<file path="src/rtl/phase_nco.sv">
module phase_nco #(
  parameter int NUM_CH = 4,
  parameter int ACC_W  = 32,
  parameter int AW     = (NUM_CH > 1) ? $clog2(NUM_CH) : 1
) (
  input  logic              clk,
  input  logic              rst_n,
  input  logic              wr_en,
  input  logic [AW-1:0]     wr_addr,
  input  logic [ACC_W-1:0]  wr_data,
  input  logic              start,
  input  logic              update,
  input  logic              resync,
  input  logic              out_en,
  output logic [NUM_CH-1:0] wave_out
);

  localparam int MSB = ACC_W - 1;

  logic [ACC_W-1:0] freq_sh, freq_act;
  logic [ACC_W-1:0] off_sh  [NUM_CH];
  logic [ACC_W-1:0] off_act [NUM_CH];
  logic [ACC_W-1:0] acc     [NUM_CH];
  logic             running;

  logic [ACC_W-1:0] ref_next;
  assign ref_next = acc[0] + freq_act;

  always_ff @(posedge clk or negedge rst_n) begin
    if (!rst_n) begin
      freq_sh  <= '0;
      freq_act <= '0;
      running  <= 1'b0;
      for (int i = 0; i < NUM_CH; i++) begin
        off_sh[i]  <= '0;
        off_act[i] <= '0;
        acc[i]     <= '0;
      end
    end else begin
      running <= running | start;
      if (wr_en && wr_addr == '0) freq_sh <= wr_data;
      if (update) freq_act <= freq_sh;
      if (start)        acc[0] <= '0;
      else if (running) acc[0] <= ref_next;
      off_sh[0]  <= '0;
      off_act[0] <= '0;
      for (int i = 1; i < NUM_CH; i++) begin
        if (wr_en && wr_addr == AW'(i)) off_sh[i] <= wr_data;
        if (update) off_act[i] <= off_sh[i];
        if (start)                  acc[i] <= off_act[i];
        else if (running && resync) acc[i] <= ref_next + off_act[i];
        else if (running)           acc[i] <= acc[i] + freq_act;
      end
    end
  end

  always_comb begin
    for (int i = 0; i < NUM_CH; i++)
      wave_out[i] = out_en & acc[i][MSB];
  end


  idle_quiet_chk: assert property (@(posedge clk) disable iff (!rst_n)
    !running |-> (wave_out == '0));


  update_copy_chk: assert property (@(posedge clk) disable iff (!rst_n)
    update |=> (freq_act == $past(freq_sh)));


  start_load_chk: assert property (@(posedge clk) disable iff (!rst_n)
    start |=> (acc[0] == '0 && running));


  run_step_chk: assert property (@(posedge clk) disable iff (!rst_n)
    (running && !start && !resync) |=> (acc[0] == $past(acc[0] + freq_act)));


  idle_resync_chk: assert property (@(posedge clk) disable iff (!rst_n)
    (!running && !start) |=> $stable(acc[0]));

  for (genvar g = 1; g < NUM_CH; g++) begin : g_phase

    phase_hold_chk: assert property (@(posedge clk) disable iff (!rst_n)
      (running && !start && !resync) |=>
        ((acc[g] - acc[0]) == $past(acc[g] - acc[0])));

    resync_align_chk: assert property (@(posedge clk) disable iff (!rst_n)
      (running && resync && !start) |=>
        ((acc[g] - acc[0]) == $past(off_act[g])));
  end

endmodule

</file>
<file path="config.mk">
export PLATFORM = sky130hd
export DESIGN_NAME = phase_nco
export DESIGN_NICKNAME = d
export VERILOG_FILES = /design/src/rtl/phase_nco.sv
export SDC_FILE = /design/constraint.sdc
export NUM_CORES = 1
export LEC_CHECK = 0
export BUFFER_PORTS_ARGS = -buffer_cell sky130_fd_sc_hd__buf_2
export CAP_MARGIN = 5
export CORE_MARGIN = 2
export CORE_UTILIZATION = 55
export CTS_BUF_LIST = sky130_fd_sc_hd__clkbuf_8
export CTS_CLUSTER_SIZE = 10
export DETAILED_ROUTE_END_ITERATION = 8
export GPL_TIMING_DRIVEN = 0
export PLACE_DENSITY = 0.75
export SLEW_MARGIN = 20
export SYNTH_ARGS = -nofsm -noshare
export SYNTH_HDL_FRONTEND = slang
export SYNTH_SLANG_ARGS = --single-unit
</file>
<file path="constraint.sdc">
create_clock -name clk -period 9.23 [get_ports clk]
set_clock_uncertainty 0.05 [all_clocks]
set_input_delay 1.846 -clock clk [delete_from_list [all_inputs] [get_ports clk]]
set_output_delay 1.846 -clock clk [all_outputs]
set_load 0.02 [all_outputs]
</file>
# ---- Word level (Yosys, flattened, before mapping)
# Index checks and enable logic that the tools add are counted.
dict set report word_totals {
  input_bits 41
  elab_cells 47
  out_inout_bits 4
  regBits 385
}
dict set report op_classes {
  n_addsub 7
  reduce_logical 8
  mux 11
  n_eq_ne 3
  bitwise 5
}
# cell count
set op_table {}
lappend op_table {{$mux 32} 11}
lappend op_table {{$add 32x32->32} 7}
lappend op_table {{$logic_and 1x1->1} 5}
lappend op_table {{$and 1x1->1} 4}
lappend op_table {{$eq 2x2->1 const B} 2}
lappend op_table {{$reduce_bool 3->1} 1}
lappend op_table {{$eq 2x1->1 const B} 1}
lappend op_table {{$logic_not 2->1} 1}
lappend op_table {{$reduce_bool 2->1} 1}
lappend op_table {{$or 1x1->1} 1}

# ---- Logic depth before layout (Yosys ltp)
# Gate-level depths: netlist (run 1).
dict set report depth {
  word_depth 4
  depth_mapped 23
  mapped_depth_nobuf 23
}

# ---- Least setup slack after synthesis (run 1)
# No wires, ideal clock.
dict set report synth_path {
  path_kind {reg-to-reg}
  start {register freq_act[1]}
  end {register acc[31] in the netlist's numbering}
  slack_ns 4.545
  stages_incl_launch_ff 23
  arrival_ns 4.500
  synth_period_minus_slack_ns 4.685
  t_required_ns 9.045
  setup_ns 0.135
  path_buffers 0
  path_cell_list {dfrtp_1 -> inv_1 -> fa_1 -> nor2b_1 -> o21ai_0 -> a21boi_0 -> o21ai_0 -> a211oi_1 -> nand3b_1 -> a31oi_1 -> o21ai_0 -> xor2_1 -> ha_1 -> a21o_1 -> a21o_1 -> a21o_1 -> a21o_1 -> a21o_1 -> a41oi_1 -> o31ai_1 -> xnor2_1 -> xnor2_1 -> o211ai_1}
}
dict set report synth_via {
  elab_chain_cells 4
  elab_cells_between_ends 6
  cone_classes {add/sub: 3; mux: 3}
}
# element line_no
set synth_lines {}
lappend synth_lines {{start, declared} 20} ;# logic [ACC_W-1:0] freq_sh, freq_act;
lappend synth_lines {{start signal, assigned} 42} ;# if (update) freq_act <= freq_sh;
lappend synth_lines {{$add 32x32->32 (on tied branches)} {27, 52}}
lappend synth_lines {{$add 32x32->32 or $mux 32 (tied branches)} {51, 52}}
lappend synth_lines {{$mux 32 (*)} 51} ;# else if (running && resync) acc[i] <= ref_next + off_act[i];
lappend synth_lines {{$mux 32 (*)} 50} ;# if (start) acc[i] <= off_act[i];
lappend synth_lines {{end signal, assigned by index} 50}
lappend synth_lines {{end signal, assigned by index} 51}
lappend synth_lines {{end signal, assigned by index} 52} ;# else if (running) acc[i] <= acc[i] + freq_act;
lappend synth_lines {{end, declared} 23} ;# logic [ACC_W-1:0] acc [NUM_CH];
# Mark *: on every way between the ends. The rest lies on a longest branch, timed or not. The select of a mux whose other input is x is not followed.
# A chain may end at the register's enable or synchronous reset.

# ---- Worst setup path in the final report (run 1)
# Ends and elaborated chain as after synthesis.

==> flow_summary_export.csv, run 1 <==
group,metric,value,unit
outcome,status,"finished clean",
floorplanning,die-area,50100,um^2
drt,routedWlPerCell,28.6,um
grt,grt_use_total,39.8,%
worst_setup_path,critical_path_arrival,7.69,ns
sta,hold_violations,0,
grt,grt-ovfl-total,0,
logic_synthesis,yosys-top-cells-area,"dfrtp_1 36%, mux2_2 11%, ha_1 11%, a21o_1 3.9%, a21oi_1 3.7%",
worst_hold_path,hold_path.class,"flip-flop to flip-flop",
sta,finalCritPeriodShare,78.0,%
clock_network,post_cts_buffers,0,
clock_network,root_buffer,"clkbuf_8",
sta,rsz0062_at_grt,"no",
grt,grt_max_degree,101,
drt,ant_nets,0,
grt,grt_pass1_vias,22945,
logic_synthesis,synthesis.area,26600,um^2
placed_design,routabilityCongestion,1.03,
worst_setup_path,cp_common_cell,"o21ai_0",
logic_synthesis,synth_seq_area_share,36.2,%
floorplanning,core,47700,um^2
grt,grt_pass1_wl,147,mm
clock_network,cts_resized,0,
sta,drv_slew,0,
logic_synthesis,syn_nets,2968,
worst_setup_path,cp_max_fo,5,
worst_setup_path,start_kind,"flip-flop",
worst_hold_path,worstHoldEndpoint,"off_act[57]$_DFFE_PN0P_",
worst_setup_path,cp.required,9.72,ns
finish,drive_gt1_share,16.0,%
finish,design_area,29300,um^2
clock_network,clock_latency,0.68,ns
worst_hold_path,whs_path_depth,1,
clock_network,cts_inserted_buffers,71,
placed_design,dp_hpwl,73.8,mm
worst_setup_path,max_stage_delay,0.64,ns
clock_network,clkSlewWorstSetupHoldPaths,0.07,ns
placed_design,portBuffers,43,
drt,via_per_inst,6.78,
worst_setup_path,slowest_stage,"xor2_1",
logic_synthesis,synth_top_flop_cell,"dfrtp_1",
flow_run,maxCapViolCount,0,
finish,final_nets,3089,
worst_setup_path,cp_cell_sequence,"inv_1, fa_1, nor2b_1, o21ai_0, a21boi_0, o21ai_0, a211oi_1, o21ai_0, o21bai_1, xor2_1, ha_1, nand2_1, nor2_1, and3_1, nand4_1, nand4_1, a41oi_1, o31ai_1, xnor2_1, xnor2_1, o211ai_1",
floorplanning,initial_core_util,55.7,%
worst_setup_path,crit_type,"flip-flop to flip-flop",
logic_synthesis,synth_edf_count,0,
sta,tightest_slew,1.30,ns
logic_synthesis,async_reset_ff_share,100,%
logic_synthesis,ys_warn_count,0,
clock_network,clock-sinks,385,
clock_network,clock_path_buffers,3,
floorplanning,ios,45,
clock_network,h-tree-depth,3,
drt,remaining_drc_errors,0,
sta,period_needed,7.20,ns
clock_network,hold_buffers,0,
logic_synthesis,synth_seq_cells,385,
floorplanning,dieWidth,224,um
drt,drtPass1Iterations,6,
drt,routed_wirelength,99.6,mm
worst_hold_path,holdCritStartpoint,"off_sh[57]$_DFFE_PN0P_",
floorplanning,die_height,224,um
worst_setup_path,endpoint_kind,"flip-flop",
logic_synthesis,syn_inst,2691,
worst_setup_path,r2r_start,"freq_act[1]$_DFFE_PN0P_",
drt,via_count,23605,
drt,drt_iter0_markers,2730,
sta,slew_headroom,13.3,%
placed_design,placed_cell_area,27700,um^2
logic_synthesis,syn_area_per_cell,9.88,um^2
logic_synthesis,yosysTopAreaCell,"dfrtp_1",
sta,setup_viol,0,
worst_setup_path,ff2ff_setup_slack,2.03,ns
finish,syn2layout_area_growth,10.1,%
finish,fillers,4139,
clock_network,cts_tree,"done",
worst_setup_path,r2r_cells,21,
sta,fmax,0.139,GHz
grt,antenna_found_initial,2,
logic_synthesis,ys_types,82,
floorplanning,row_count,80,
logic_synthesis,synth_top_cell_area_share,36.2,%
worst_setup_path,r2r-end,"acc[31]$_DFFE_PN0P_",
[Yosys cell counts, types with 19 or more instances]
cell,number
o21bai_1,31
nor2b_1,24
and3_1,25
mux2i_1,36
nand2b_1,28
xnor2_1,91
a31oi_1,37
a22o_1,19
clkbuf_1,82
nand4_1,20
a21oi_1,197
a211oi_1,32
nor2_1,164
ha_1,229
o211ai_1,34
dfrtp_1,385
inv_1,59
nor3_1,23
nand3_1,50
o31ai_1,27
mux2_2,258
a21o_1,139
o21ai_0,179
nand2_1,170
xor2_1,76
[how the worst max path moves through the flow]
stage / slack [ns] / start / depth (start not counted) / to
2_1_floorplan: 4.54 / freq_act[1]$_DFFE_PN0P_ / 22 / acc[31]$_DFFE_PN0P_
3_3_place_gp: -1.35 / rst_n / 1 / off_sh[61]$_DFFE_PN0P_
3_5_place_dp: 2.49 / freq_act[1]$_DFFE_PN0P_ / 21 / acc[31]$_DFFE_PN0P_
4_1_cts: 2.47 / freq_act[1]$_DFFE_PN0P_ / 21 / acc[31]$_DFFE_PN0P_
5_1_grt: 2.07 / freq_act[1]$_DFFE_PN0P_ / 21 / acc[31]$_DFFE_PN0P_
6_report: 2.03 / freq_act[1]$_DFFE_PN0P_ / 21 / acc[31]$_DFFE_PN0P_
[cells by family (layout without fill, tap and decap cells)]
logic type                 count (synthesis)  in the layout  share of synthesized area [%]
other                                      0              1                              0
DFF                                      385            385                           36.2
AOI/OAI and AO/OA                        869            869                           21.8
xor gates and xnor gates                 170            170                           5.78
adders and majority gates                236            236                           11.3
buffers and inverters                    161            334                           2.28
and+or+nand+nor                          576            576                           10.3
muxes                                    294            294                           12.3
[registers in the layout, summed over array words and instances, names as in the netlist]
signal / cells
running: 1
acc: 128
off_act: 96
freq_sh: 32
freq_act: 32
off_sh: 96
[layer usage]
layer / vias to the layer above / part of all wire, % / GRT usage, %
met3: 303 / 11 / 11.9
met5: - / 0.022 / 0
met4: 4 / 5.1 / 18.4
met1: 11721 / 42 / 54.3
li1: 10311 / - / -
met2: 1266 / 42 / 58.2
[layout make-up]
class	count	area [um^2]	share of cell area [%]
Timing Repair Buffer	48	347	1.18
Antenna cell	1	2.50	0.00855
Sequential cell	385	9630	32.9
Clock buffer	86	1180	4.04
Multi-Input combinational cell	2145	16400	55.9
Clock inverter	39	364	1.24
Inverter	61	229	0.782
Buffer	100	387	1.32
Tap cell	615	769	2.63
[metrics by stage]
stage	cells	utilization, %	hold slack (ns)	setup TNS [ns]	setup slack, ns
final	3480	61.3	0.429	0	2.03
after global routing	3480	61.3	0.440	0	2.07
after CTS	3479	61.3	0.434	0	2.47
after detailed placement	3354	58.0	0.429	0	2.49
after global placement	3349	57.7	0.411	-504.01	-1.35
after floorplan	2691	-	0.398	0	4.54
[worst max-delay path, delay by kind of cell (launching register included)]
| kind | cells | cell delay, ns |
|---|---|---|
| AO/OA/AOI/OAI | 9 | 2.68 |
| XOR/XNOR | 3 | 0.99 |
| adder cells (fa/ha/maj) | 2 | 0.88 |
| buffers and inverters | 1 | 0.23 |
| flip-flops | 1 | 0.47 |
| AND/OR/NAND/NOR | 6 | 1.75 |
[cell usage in the layout, fill, tap and decap left out, drive strengths merged, types with 92 or more instances in the layout]
cell type / netlist / final
a21o: 139 / 139
a21oi: 199 / 199
clkbuf: 82 / 169
dfrtp: 385 / 385
ha: 229 / 229
mux2: 258 / 258
nand2: 170 / 170
nor2: 164 / 164
o21ai: 185 / 185
xnor2: 92 / 92
Power of run 1 is left out: the tool's default activity adds up to more than one toggle a clock period on the data nets, which glitch-free logic cannot reach.
==> run 2: changes to the inputs <==
--- a/config.mk
+++ b/config.mk
@@ -13,7 +13,7 @@
 export CTS_CLUSTER_SIZE = 10
 export DETAILED_ROUTE_END_ITERATION = 8
 export GPL_TIMING_DRIVEN = 0
-export PLACE_DENSITY = 0.75
+export PLACE_DENSITY = 0.78
 export SLEW_MARGIN = 20
 export SYNTH_ARGS = -nofsm -noshare
 export SYNTH_HDL_FRONTEND = slang
==> constraint.sdc (replaced) <==
create_clock -name clk -period 5.9 [get_ports clk]
set_clock_uncertainty 0.05 [all_clocks]
set_input_delay 1.18 -clock clk [delete_from_list [all_inputs] [get_ports clk]]
set_output_delay 1.18 -clock clk [all_outputs]
set_load 0.02 [all_outputs]
==> run 2 against run 1 <==
Compared with the run above: design area rose by 0.99%; critical path depth fell by 1; final cell count rose by 0.49%; via count rose by 0.41%; critical endpoint unchanged.
==> flow_summary_export.csv, run 2 (synthesis results as in run 1) <==
group,metric,value,unit
outcome,status,"finished clean",
clock_network,h-tree-depth,3,
worst_hold_path,hold_path.class,"input pin to asynchronous set/reset pin",
floorplanning,row_count,80,
finish,finalNonFillerCells,3497,
drt,via_count,23702,
sta,tns,0,ns
worst_setup_path,critical_path_arrival,6.25,ns
clock_network,clock_latency,0.70,ns
drt,remaining_drc_errors,0,
clock_network,cts_inserted_buffers,71,
floorplanning,initial_core_util,55.7,%
floorplanning,ios,45,
worst_setup_path,endpoint_kind,"flip-flop",
worst_setup_path,crit_type,"flip-flop to flip-flop",
finish,largest_reg_flops,128,
drt,ant_nets,0,
flow_run,maxCapViolCount,0,
sta,setup_viol,0,
worst_setup_path,max_stage_delay,0.48,ns
sta,fmax,0.173,GHz
sta,finalCritPeriodShare,97.8,%
finish,final_nets,3107,
worst_setup_path,start_kind,"flip-flop",
drt,routedWlPerCell,28.4,um
drt,via_per_inst,6.78,
clock_network,clock_path_buffers,3,
finish,fillers,3993,
placed_design,post-place-ws,-1.01,ns
worst_setup_path,slowest_stage,"dfrtp_1",
grt,grt_pass1_vias,23130,
finish,final_common_cell,"dfrtp_1",
worst_setup_path,cp_cell_sequence,"ha_1, a21o_1, a2111oi_0, a211o_2, a32oi_1, a221o_1, a21oi_1, xnor2_2, ha_1, nand2_1, nor2_2, and3_1, nand4_1, nand4_1, buf_4, a41oi_2, o31ai_2, xnor2_1, xnor2_1, o211ai_1",
sta,slew_headroom,14.5,%
grt,grt_pass1_wl,147,mm
floorplanning,die-area,50100,um^2
grt,grt-ovfl-total,0,
clock_network,root_buffer,"clkbuf_8",
clock_network,clkSlewWorstSetupHoldPaths,0.07,ns
finish,layout_common_cells,"382 x dfrtp_1, 258 x mux2_2, 228 x ha_1, 196 x a21oi_1, 175 x o21ai_0",
worst_setup_path,cp.required,6.37,ns
drt,drtPass1Iterations,6,
finish,drive_gt1_share,17.6,%
grt,grt_use_total,39.7,%
placed_design,dp_hpwl,74.2,mm
finish,final-seq-area,9640,um^2
clock_network,hold_buffers,0,
finish,finish.utilization,61.9,%
grt,antenna_found_initial,4,
floorplanning,die_height,224,um
clock_network,clock-sinks,385,
sta,period_needed,5.77,ns
floorplanning,dieWidth,224,um
worst_setup_path,crit_family,"compound AO/OA/AOI/OAI gates",
finish,reg.largest.list,"acc (128), off_act (96), off_sh (96)",
finish,regMostFlops,"acc",
sta,setup_ws,0.128,ns
placed_design,routabilityCongestion,1.02,
finish,multi_input_area,16600,um^2
clock_network,cts_tree,"done",
sta,hold_violations,0,
drt,drt_iter0_markers,2680,
sta,drv_slew,0,
sta,tightest_slew,1.28,ns
drt,routed_wirelength,99.4,mm
placed_design,portBuffers,43,
floorplanning,core,47700,um^2
worst_setup_path,cp_max_fo,6,
worst_setup_path,worst-path-buf-inv,1,
grt,grt_max_degree,89,
finish,syn2layout_area_growth,11.2,%
placed_design,dp_cells,3355,
## run 2: cell types whose count changed in the layout (fill, tap and decap cells not counted), sizes merged
| cell | before | now |
|---|---|---|
| diode | 1 | 2 |
| clkinvlp | 4 | 3 |
| clkbuf | 169 | 170 |
| clkinv | 13 | 15 |
| inv | 76 | 74 |
| bufinv | 7 | 4 |
| buf | 65 | 84 |
## run 2: layout make-up
type	instances	share of cell area (%)
clock buffers	88	4.10
flip-flops and latches	385	32.6
inverters	61	0.787
diodes	2	0.0169
multi-input cells	2145	56.0
repair buffers	66	1.65
clock inverters	35	0.914
plain buffers	100	1.29
well taps	615	2.60
## run 2: repair_timing
action | in CTS | in global routing
pin swaps | 6 | 7
hold endpoints to repair | 0 | 0
resized for setup | 20 | 22
buffers inserted | 7 | 10
setup endpoints to repair | 33 | 33
## run 2: through the flow
stage / instance area (um^2) / hold WS (ns)
final: 29600 / 0.413
after global routing: 29600 / 0.430
after CTS: 29400 / 0.399
after detailed placement: 27700 / 0.425
after global placement: 27600 / 0.415
after floorplan: 26600 / 0.398
## run 2: worst paths after layout
path / to / slack, ns / startpoint / cells after the start
setup / recovery: acc[31]$_DFFE_PN0P_ / 0.13 / freq_act[8]$_DFFE_PN0P_ / 20
hold / removal: acc[103]$_DFFE_PN0P_ / 0.41 / rst_n / 1
setup reg to reg: acc[31]$_DFFE_PN0P_ / 0.13 / freq_act[8]$_DFFE_PN0P_ / 20
hold reg to reg: off_act[13]$_DFFE_PN0P_ / 0.42 / off_sh[13]$_DFFE_PN0P_ / 1
max in group asynchronous: off_sh[49]$_DFFE_PN0P_ / 4.16 / rst_n / 3
min in group clk: off_act[13]$_DFFE_PN0P_ / 0.42 / off_sh[13]$_DFFE_PN0P_ / 1
## run 2: metal layers
layer	GRT usage (%)	wire, um	up-vias
li1	-	-	10337
met1	54.3	41100	11699
met5	0	0	-
met3	9.92	10500	320
met2	58.5	42000	1346
met4	20.1	5740	0
## run 2: worst reg2reg max path, cell delays in order (launching register included)
cell,delay (ns)
dfrtp_1,0.48
ha_1,0.43
a21o_1,0.24
a2111oi_0,0.31
a211o_2,0.30
a32oi_1,0.23
a221o_1,0.38
a21oi_1,0.26
xnor2_2,0.16
ha_1,0.40
nand2_1,0.10
nor2_2,0.32
and3_1,0.23
nand4_1,0.33
nand4_1,0.24
buf_4,0.16
a41oi_2,0.18
o31ai_2,0.39
xnor2_1,0.18
xnor2_1,0.14
o211ai_1,0.10
Power of run 2 is left out for the same reason.
